File: src/rtl/gpt_pkg.sv
package gpt_pkg;
  localparam int ADDR_W = 5;
  localparam logic [ADDR_W-1:0] OFS_CTRL = 5'h00;
  localparam logic [ADDR_W-1:0] OFS_CMP  = 5'h04;
  localparam logic [ADDR_W-1:0] OFS_CAPT = 5'h08;
  localparam logic [ADDR_W-1:0] OFS_CNT  = 5'h0C;
  localparam logic [ADDR_W-1:0] OFS_STAT = 5'h11;

  localparam int CB_RUN   = 0;
  localparam int CB_WRAP  = 3;
  localparam int CB_IRQEN = 4;
  localparam logic [1:0] SRC_SLOW = 2'b10;

  typedef struct packed {
    logic ctrl;
    logic cmp;
    logic capt;
    logic cnt;
    logic stat;
  } gpt_wsel_t;
endpackage

File: src/rtl/gpt_regs.sv
module gpt_regs
  import gpt_pkg::*;
#(
  parameter int DATA_W = 16
) (
  input  logic              clk,
  input  logic              rst_n,
  input  logic              sel,
  input  logic              wr,
  input  logic [ADDR_W-1:0] addr,
  input  logic [DATA_W-1:0] wdata,
  input  logic              match_set,
  input  logic [DATA_W-1:0] cnt_val,
  output logic [DATA_W-1:0] ctrl_q,
  output logic [DATA_W-1:0] cmp_q,
  output logic [1:0]        stat_q,
  output gpt_wsel_t         wsel,
  output logic [DATA_W-1:0] rdata
);
  logic [DATA_W-1:0] ctrl_d, cmp_d, capt_d, capt_q;
  logic [1:0]        stat_d;
  logic              turn_off;

  always_comb begin
    wsel      = '0;
    wsel.ctrl = sel && wr && (addr == OFS_CTRL);
    wsel.cmp  = sel && wr && (addr == OFS_CMP);
    wsel.capt = sel && wr && (addr == OFS_CAPT);
    wsel.cnt  = sel && wr && (addr == OFS_CNT);
    wsel.stat = sel && wr && (addr == OFS_STAT);
  end

  assign turn_off = wsel.ctrl && ctrl_q[CB_RUN] && !wdata[CB_RUN];

  always_comb begin
    ctrl_d = ctrl_q;
    cmp_d  = cmp_q;
    capt_d = capt_q;
    stat_d = stat_q;
    if (wsel.ctrl) ctrl_d = wdata;
    if (turn_off) cmp_d = '0;
    else if (wsel.cmp) cmp_d = wdata;
    if (wsel.capt) capt_d = wdata;
    if (wsel.stat) stat_d = stat_q & ~wdata[1:0];
    if (match_set) stat_d[1] = 1'b1;
  end

  always_ff @(posedge clk or negedge rst_n) begin
    if (!rst_n) begin
      ctrl_q <= '0;
      cmp_q  <= '0;
      capt_q <= '0;
      stat_q <= '0;
    end else begin
      ctrl_q <= ctrl_d;
      cmp_q  <= cmp_d;
      capt_q <= capt_d;
      stat_q <= stat_d;
    end
  end

  always_comb begin
    rdata = '0;
    case (addr)
      OFS_CTRL: rdata = ctrl_q;
      OFS_CMP:  rdata = cmp_q;
      OFS_CAPT: rdata = capt_q;
      OFS_CNT:  rdata = cnt_val;
      OFS_STAT: rdata = {{(DATA_W-2){1'b0}}, stat_q};
      default:  rdata = '0;
    endcase
  end

  // a match leaves the flag set
  a_r4_flag_sets: assert property (@(posedge clk) disable iff (!rst_n)
    match_set |=> stat_q[1]);
  // a write-one clear without a coincident match drops the flag
  a_r6_flag_clears: assert property (@(posedge clk) disable iff (!rst_n)
    (wsel.stat && wdata[1] && !match_set) |=> !stat_q[1]);
  // switching off wipes the compare value
  a_r9_cmp_wiped: assert property (@(posedge clk) disable iff (!rst_n)
    turn_off |=> (cmp_q == '0));
endmodule

File: src/rtl/gpt_prescaler.sv
module gpt_prescaler #(
  parameter int PS_W      = 8,
  parameter int SLOW_LOG2 = 4
) (
  input  logic            clk,
  input  logic            rst_n,
  input  logic            en,
  input  logic            restart,
  input  logic            slow,
  input  logic [PS_W-1:0] ps_val,
  output logic            tick
);
  localparam int DIV_W = PS_W + SLOW_LOG2;

  logic [DIV_W-1:0] div_m1;
  logic [DIV_W-1:0] pre_q, pre_d;

  generate
    if (SLOW_LOG2 > 0) begin : g_slow
      assign div_m1 = slow ? {ps_val, {SLOW_LOG2{1'b1}}}
                           : {{SLOW_LOG2{1'b0}}, ps_val};
    end else begin : g_noslow
      assign div_m1 = ps_val;
    end
  endgenerate

  assign tick = en && (pre_q == div_m1);

  always_comb begin
    pre_d = pre_q + 1'b1;
    if (!en || restart || tick) pre_d = '0;
  end

  always_ff @(posedge clk or negedge rst_n) begin
    if (!rst_n) pre_q <= '0;
    else        pre_q <= pre_d;
  end

  // the phase never passes the selected divisor
  a_r2_phase_in_range: assert property (@(posedge clk) disable iff (!rst_n)
    pre_q <= div_m1);
  // no phase advance while stopped
  a_r7_phase_held: assert property (@(posedge clk) disable iff (!rst_n)
    !en |=> (pre_q == '0));
endmodule

File: src/rtl/gpt_counter.sv
module gpt_counter #(
  parameter int CNT_W = 16
) (
  input  logic             clk,
  input  logic             rst_n,
  input  logic             en,
  input  logic             restart,
  input  logic             tick,
  input  logic             load,
  input  logic [CNT_W-1:0] load_val,
  input  logic [CNT_W-1:0] cmp_val,
  input  logic             wrap_mode,
  output logic [CNT_W-1:0] cnt_q,
  output logic             match_set
);
  logic [CNT_W-1:0] cnt_d;
  logic             hit;

  assign hit       = (cnt_q == cmp_val);
  assign match_set = tick && hit && !restart;

  always_comb begin
    cnt_d = cnt_q;
    if (restart || !en)   cnt_d = '0;
    else if (load)        cnt_d = load_val;
    else if (tick)        cnt_d = (hit && wrap_mode) ? '0 : cnt_q + 1'b1;
  end

  always_ff @(posedge clk or negedge rst_n) begin
    if (!rst_n) cnt_q <= '0;
    else        cnt_q <= cnt_d;
  end

  // a stopped timer holds its count at zero
  a_r7_count_held: assert property (@(posedge clk) disable iff (!rst_n)
    !en |=> (cnt_q == '0));
  // wrap mode returns to zero on the matching tick
  a_r3_wrap_to_zero: assert property (@(posedge clk) disable iff (!rst_n)
    (en && tick && hit && wrap_mode && !restart && !load) |=> (cnt_q == '0));
endmodule

File: src/rtl/gp_ref_timer.sv
module gp_ref_timer
  import gpt_pkg::*;
#(
  parameter int DATA_W    = 16,
  parameter int PS_W      = 8,
  parameter int SLOW_LOG2 = 4
) (
  input  logic              clk,
  input  logic              rst_n,
  input  logic              bus_sel,
  input  logic              bus_wr,
  input  logic [ADDR_W-1:0] bus_addr,
  input  logic [DATA_W-1:0] bus_wdata,
  output logic [DATA_W-1:0] bus_rdata,
  output logic              irq_o
);
  localparam int PS_LSB = 8;

  logic [1:0]        rst_sync_q;
  logic              rst_int_n;
  logic [DATA_W-1:0] ctrl, cmp, cnt;
  logic [1:0]        stat;
  gpt_wsel_t         wsel;
  logic              tick, match_set, restart, run;

  always_ff @(posedge clk or negedge rst_n) begin
    if (!rst_n) rst_sync_q <= 2'b00;
    else        rst_sync_q <= {rst_sync_q[0], 1'b1};
  end
  assign rst_int_n = rst_sync_q[1];

  assign run     = ctrl[CB_RUN];
  assign restart = wsel.ctrl || wsel.cmp;

  gpt_regs #(.DATA_W(DATA_W)) u_regs (
    .clk(clk), .rst_n(rst_int_n), .sel(bus_sel), .wr(bus_wr),
    .addr(bus_addr), .wdata(bus_wdata), .match_set(match_set),
    .cnt_val(cnt), .ctrl_q(ctrl), .cmp_q(cmp), .stat_q(stat),
    .wsel(wsel), .rdata(bus_rdata)
  );

  gpt_prescaler #(.PS_W(PS_W), .SLOW_LOG2(SLOW_LOG2)) u_pre (
    .clk(clk), .rst_n(rst_int_n), .en(run), .restart(restart),
    .slow(ctrl[2:1] == SRC_SLOW), .ps_val(ctrl[PS_LSB +: PS_W]),
    .tick(tick)
  );

  gpt_counter #(.CNT_W(DATA_W)) u_cnt (
    .clk(clk), .rst_n(rst_int_n), .en(run), .restart(restart),
    .tick(tick), .load(wsel.cnt), .load_val(bus_wdata), .cmp_val(cmp),
    .wrap_mode(ctrl[CB_WRAP]), .cnt_q(cnt), .match_set(match_set)
  );

  assign irq_o = ctrl[CB_IRQEN] && stat[1];

  // a control or compare write leaves the count at zero
  a_r8_restart_zero: assert property (@(posedge clk) disable iff (!rst_int_n)
    restart |=> (cnt == '0));
  // no interrupt without a pending match
  a_r5_irq_has_cause: assert property (@(posedge clk) disable iff (!rst_int_n)
    (irq_o && !$past(match_set)) |-> $past(stat[1]));
endmodule

File: config.mk
export PLATFORM = sky130hd
export DESIGN_NAME = gp_ref_timer
export DESIGN_NICKNAME = d
export VERILOG_FILES = /design/src/rtl/gpt_pkg.sv /design/src/rtl/gpt_regs.sv /design/src/rtl/gpt_prescaler.sv /design/src/rtl/gpt_counter.sv /design/src/rtl/gp_ref_timer.sv
export SDC_FILE = /design/constraint.sdc
export NUM_CORES = 1
export LEC_CHECK = 0
export BUFFER_PORTS_ARGS = -buffer_cell sky130_fd_sc_hd__buf_2
export CAP_MARGIN = 15
export CORE_MARGIN = 3
export CORE_UTILIZATION = 42
export DETAILED_ROUTE_END_ITERATION = 12
export MAX_ROUTING_LAYER = met4
export PLACE_DENSITY = 0.71
export SYNTH_ARGS = -nofsm -noshare
export SYNTH_HDL_FRONTEND = slang
export SYNTH_SLANG_ARGS = --single-unit
File: constraint.sdc
create_clock -name clk -period 2.2 [get_ports clk]
set_input_delay 0.33 -clock clk [delete_from_list [all_inputs] [get_ports clk]]
set_output_delay 0.33 -clock clk [all_outputs]
set_load 0.01 [all_outputs]
Yosys cells after proc, flatten, opt, wreduce, memory -nomap -nowiden
Cells that the tools add are included.
{"block": "word_totals", "reg_bits": 80, "in_bits": 25, "output_inout_bits": 17, "elab_cells": 53}
{"block": "op_classes", "addsub": 2, "eq_ne": 7, "n_mux": 11, "bitwise_logic": 2, "n_reduce_logical": 23}
{"operator": "2-to-1 mux 16 bit", "count": 6}
{"operator": "one-hot mux 16 bit (5 select lines)", "count": 1}
{"operator": "2-to-1 mux 12 bit", "count": 2}
{"operator": "adder 16 x 1 -> 16 bit (second input constant)", "count": 1}
{"operator": "== test 16 bit", "count": 1}
{"operator": "logical AND 1 bit", "count": 13}
{"operator": "adder 12 x 1 -> 12 bit (second input constant)", "count": 1}
{"operator": "== test 12 bit", "count": 1}
{"operator": "== test 5 x 4 -> 1 bit (second input constant)", "count": 2}
{"operator": "== test 5 x 3 -> 1 bit (second input constant)", "count": 1}
{"operator": "== test 5 bit (second input constant)", "count": 1}
{"operator": "logical NOT 5 bit", "count": 1}
{"operator": "nonzero test 2 bit", "count": 2}
{"operator": "logical NOT 1 bit", "count": 3}
{"operator": "logical OR 1 bit", "count": 3}
{"operator": "nonzero test 3 bit", "count": 1}
{"operator": "AND 2 bit", "count": 1}
{"operator": "== test 2 bit (second input constant)", "count": 1}
{"operator": "2-to-1 mux 2 bit", "count": 1}
{"operator": "NOT 2 bit", "count": 1}
{"operator": "2-to-1 mux 1 bit", "count": 1}

Longest topological paths before layout
{"block": "logic_depth", "word_depth": 7, "ltp_mapped": 9, "ltp_nobuf": 8}

By module
A second synthesis with hierarchy kept.
{"block": "unflattened", "cells_unflattened": 411, "area_unflattened_um2": 4585.6}
{"module": "gpt_regs", "instances": 1, "cells_each": 174, "area_each_um2": 2496.1, "seq_area_each_um2": 1251.2}
{"module": "gpt_counter", "instances": 1, "cells_each": 125, "area_each_um2": 1126.1, "seq_area_each_um2": 400.4}
{"module": "gpt_prescaler", "instances": 1, "cells_each": 106, "area_each_um2": 890.9, "seq_area_each_um2": 300.3}
{"module": "gp_ref_timer", "instances": 1, "cells_each": 6, "area_each_um2": 72.6, "seq_area_each_um2": 50.0}

Worst setup path after synthesis
OpenSTA, ideal clock, no wires.
{"block": "synth_timing", "path_kind": "flip-flop to flip-flop", "start": "reg u_regs.ctrl_q[2]", "end": "reg u_cnt.cnt_q[1]", "setup_time_ns": 0.125, "t_arrival_ns": 2.390, "t_required_ns": 2.075, "setup_slack_ns": -0.315, "stages_incl_launch_ff": 9, "path_buffers": 1, "synth_period_minus_slack_ns": 2.515, "path_cell_list": "dfrtp_1 > and2b_2 > nor2_2 > o22ai_1 > or4_4 > or4_4 > buf_6 > nand2_1 > mux2_2"}
{"block": "synth_via", "elab_chain_cells": 5}
{"item": "from (decl)", "line": "gpt_regs.sv:14", "rtl": "output logic [DATA_W-1:0] ctrl_q,"}
{"item": "from (signal assigned)", "line": "gpt_regs.sv:55", "rtl": "ctrl_q <= ctrl_d;"}
{"item": "== test 2 bit", "line": "gp_ref_timer.sv:44", "rtl": ".slow(ctrl[2:1] == SRC_SLOW), .ps_val(ctrl[PS_LSB +: PS_W]),"}
{"item": "2-to-1 mux 12 bit", "line": "gpt_prescaler.sv:20", "rtl": "assign div_m1 = slow ? {ps_val, {SLOW_LOG2{1'b1}}}"}
{"item": "== test 12 bit", "line": "gpt_prescaler.sv:27", "rtl": "assign tick = en && (pre_q == div_m1);"}
{"item": "logical AND 1 bit", "line": "gpt_prescaler.sv:27"}
{"item": "nonzero test 3 bit (no line)"}
{"item": "to (signal assigned)", "line": "gpt_counter.sv:31", "rtl": "else cnt_q <= cnt_d;"}
{"item": "to (decl)", "line": "gpt_counter.sv:13", "rtl": "output logic [CNT_W-1:0] cnt_q,"}
Every way passes these cells.
A chain may end at the register's enable or synchronous reset.

Worst setup path in the final report
{"block": "layout_timing", "start": "reg u_regs.ctrl_q[2]", "end": "reg u_cnt.cnt_q[4]"}
The elaborated chain is that of the path after synthesis.

==> run summary <==
=====================================================================================================
Run status                                                                               finished with violations
Violated checks                                                                          setup timing
Post-synthesis share of cell area spent on full adders, half adders and majority gates        0.00531
Nets                                                                                              584
Setup clock skew after layout                                                                 10.5 ps
Clock tree from TritonCTS                                                                       built
I/O pin count                                                                                      42
Total length of routed wires                                                                  13.5 mm
Commonest non-fill, non-tap cells in the layout                                          dfrtp_1 (79), buf_4 (65), nand2_1 (45), buf_2 (41), mux2_2 (30)
Cell type with the highest aggregate area in the netlist                                      dfrtp_1
Part of the total power dissipated in sequential elements                                       0.489
CTS Buffer Depth                                                                                    2
Clock-pin slew reported for the worst setup and hold paths after clock tree synthesis           80 ps
Number of global-route vias before repair                                                       4,190
Worst-Skew Late Latency                                                                        370 ps
Post-synth EDFFs                                                                                    0
Remaining max-slew budget at the tightest pin                                                   0.627
XOR/XNOR share of the synthesized area                                                         0.0613
Total power divided by cell area                                                          606 nW/um^2
Syn Nets                                                                                          490
Cells after Synth                                                                                 463
Number of design-rule violations left by the first detailed-router iteration                      375
CP max-delay cell                                                                               or4_4
Setup violation total in the final timing report                                                   29
Combinational family with the most area after synthesis                                  simple AND/OR/NAND/NOR gates
Syn_area_per_cell                                                                          10.2 sq um
Highest-utilization routing layer at the global route stage                                      met2
Port-buffer cells                                                                                  41
Number of antenna violations at the first check in global routing                                   0
Final Hold Viols                                                                                    0
P_int                                                                                         2.51 mW
Die height                                                                                112 microns
Share of cells above drive strength 1                                                           0.365
Final design area excluding fillers                                                        5850 sq um
Combinational share of power                                                                    0.205
Routed vias/inst                                                                                 5.84
Global-route wire length before repair                                                        22.4 mm
Total core area                                                                          10,900 sq um
Post-layout util                                                                                0.537
Leading cell type in the layout, fill and taps excluded                                       dfrtp_1
Async SR Flop Fraction                                                                           1.00
Critical Path Sink Type                                                                      register
Multiplexer fraction of the synthesized cell area                                               0.153
Number of clock buffers inserted by TritonCTS                                                       9
Post-route ant nets                                                                                 0
Crit-path most repeated cell                                                                    or4_4
Count of max-cap constraint violations                                                              0
Min-delay worst type                                                                     input pin to register
Detailed Routing Iterations Pass 1                                                                  6
Unrepaired setup endpoints after global routing                                                   yes
Cell chain of the critical path                                                          nand2b_4 -> mux2i_2 -> xnor2_1 -> or4_4 -> or4_4 -> buf_6 -> a22o_1 -> a22oi_2
Remaining routing DRC violations                                                                    0
Power dissipated by switching net loads                                                       1.03 mW
Clock network fraction of design power                                                          0.306
Total count of max-transition violations in the final report                                        0
Setup Crit Path Kind                                                                     register to register
Achievable clock frequency                                                                    391 MHz
Largest net degree at the start of global routing                                                  41
Initial cell density of the core                                                                0.433
Area growth syn-to-layout                                                                       24.0%
Predominant post-synthesis flop cell                                                          dfrtp_1
Average routed wire per standard cell                                                    19.2 microns
Number of non-filler instances in the completed layout                                            702
Leakage power                                                                                 2.63 nW
Tcrit/Tclk final                                                                                 1.16
Switching power share of the total                                                              0.291
Count of cell types in the netlist                                                                 59
GR met3 Demand/Resource                                                                        0.0315
DIE AREA                                                                                 12,500 sq um
Diode count                                                                                         0
Number of vias in the routed layout                                                             4,103
Flop and latch count out of synthesis                                                              80
Area fraction of the dominant cell type after synthesis                                         0.424
Total overflow reported by the global router                                                        0
Final worst-path setup slack                                                                  -359 ps
HPWL after DPL                                                                                9.53 mm
Warning count from the yosys run                                                                    0
Cells taking the most area after synthesis                                               dfrtp_1 (42%), mux2_2 (7.4%), mux4_2 (7.2%)
Overall track demand over capacity in global routing                                            0.231
Placed Cells                                                                                      680
Peak supply drop                                                                               316 uV
Data arrival time at the worst-slack endpoint                                                 2840 ps
Die X                                                                                     112 microns
Number of levels the H-tree was split into                                                          3
Grt met1 use                                                                                    0.310
Fraction of the mapped netlist area in simple logic gates                                       0.180
Min Tclk post-route                                                                           2560 ps
Placement-stage worst setup slack                                                             -346 ps
Instance area at placement                                                                 5490 sq um
CTS sink count                                                                                     80
Power consumption                                                                             3.54 mW
Post-synthesis instance area                                                               4720 sq um
Row cnt                                                                                            38
Worst path max stage delay                                                                     540 ps
Critical Path RT                                                                              2480 ps
Fraction of met2 tracks used by global routing                                                  0.363
Worst hold slack                                                                               226 ps
Clock root buffer master                                                                     clkbuf_8
Gpl congestion                                                                                  0.927
Slew at the pin closest to its max-slew limit                                                  559 ps
Sequential area share after synthesis                                                           0.424
Largest driver fanout on the critical path                                                          8
CP Launch Type                                                                               register
Setup TNS                                                                                    -8410 ps
Share of the synthesized area in compound gates (AO/OA/AOI/OAI)                                 0.137
=====================================================================================================
-- worst max-delay path: cells and delay by family, from the launching register on --
| kind | cells | cell delay, ps |
|---|---|---|
| AO/OA/AOI/OAI | 2 | 340 |
| XOR/XNOR | 1 | 120 |
| buffers and inverters | 1 | 190 |
| flip-flops | 1 | 420 |
| multiplexers | 1 | 240 |
| AND/OR/NAND/NOR | 3 | 1160 |
-- synth_stat cells (6+ instances only) --
| library cell | number |
|---|---|
| a21o_1 | 6 |
| a21oi_1 | 29 |
| a2bb2oi_1 | 8 |
| a31oi_1 | 6 |
| and2_1 | 21 |
| and3_1 | 9 |
| clkbuf_1 | 15 |
| dfrtp_1 | 80 |
| inv_1 | 11 |
| mux2_2 | 31 |
| mux4_2 | 15 |
| nand2_1 | 46 |
| nand3_1 | 26 |
| nand4_1 | 8 |
| nor2_1 | 29 |
| nor3_1 | 7 |
| o21ai_0 | 13 |
| xnor2_1 | 29 |
-- flip-flops by register name (all words and copies together), names as in the netlist --
name           count
u_regs.stat_q      2
u_cnt.cnt_q       16
u_regs.capt_q     16
u_regs.ctrl_q     16
u_regs.cmp_q      16
u_pre.pre_q       12
rst_sync_q         2
-- repair_timing --
action | CTS | global route
gates resized for setup | 10 | 13
setup buffers | 3 | 0
endpoints found under the hold margin | 2 | 0
setup endpoints to repair | 29 | 29
cloned | 0 | 1
pin swaps | 2 | 2
hold buffers | 1 | 0
-- metal layers --
layer | vias to the layer above | part of all wire
li1 | 1870 | -
met1 | 2079 | 0.45
met2 | 133 | 0.49
met3 | 21 | 0.047
met4 | 0 | 0.016
met5 | - | 0
-- kinds of logic after synthesis --
group,Yosys count
DFF,80
muxes,48
xor gates and xnor gates,33
AOI/OAI and AO/OA,95
and+or+nand+nor,165
buffers and inverters,39
other,1
adders and majority gates,2
-- power by group through the flow --
stage | clock, mW | combinational [mW] | sequential [mW]
final | 1.09 | 0.725 | 1.73
after global routing | 1.16 | 0.789 | 1.75
after CTS | 1.11 | 0.706 | 1.73
after detailed placement | 0 | 0.689 | 1.76
after global placement | 0 | 0.671 | 1.75
after floorplan | 0 | 0.428 | 1.73
-- path summary, 6_finish.rpt --
check / startpoint / endpoint / slack [ps] / cells past startpoint
worst max-delay path: u_regs.ctrl_q[2] / u_cnt.cnt_q[4] / -360 / 8
worst min-delay path: bus_wdata[0] / u_regs.stat_q[0] / 230 / 2
worst max register to register: u_regs.ctrl_q[2] / u_cnt.cnt_q[4] / -360 / 8
worst min register to register: rst_sync_q[1] / u_regs.capt_q[14] / 310 / 0
max in group asynchronous: rst_sync_q[1] / u_regs.capt_q[4] / 1250 / 1
min in group asynchronous: rst_n / rst_sync_q[0] / 260 / 2
-- cell type report --
| class | instances | area, sq um |
|---|---|---|
| clock inverter | 2 | 12.5 |
| inverter | 11 | 41.3 |
| clock buffer | 14 | 183 |
| fill | 960 | 5040 |
| sequential | 80 | 2010 |
| timing repair buffer | 111 | 766 |
| multi-input combinational | 344 | 2670 |
| tap | 140 | 175 |
No activity file was read; power rests on OpenSTA's default activity.
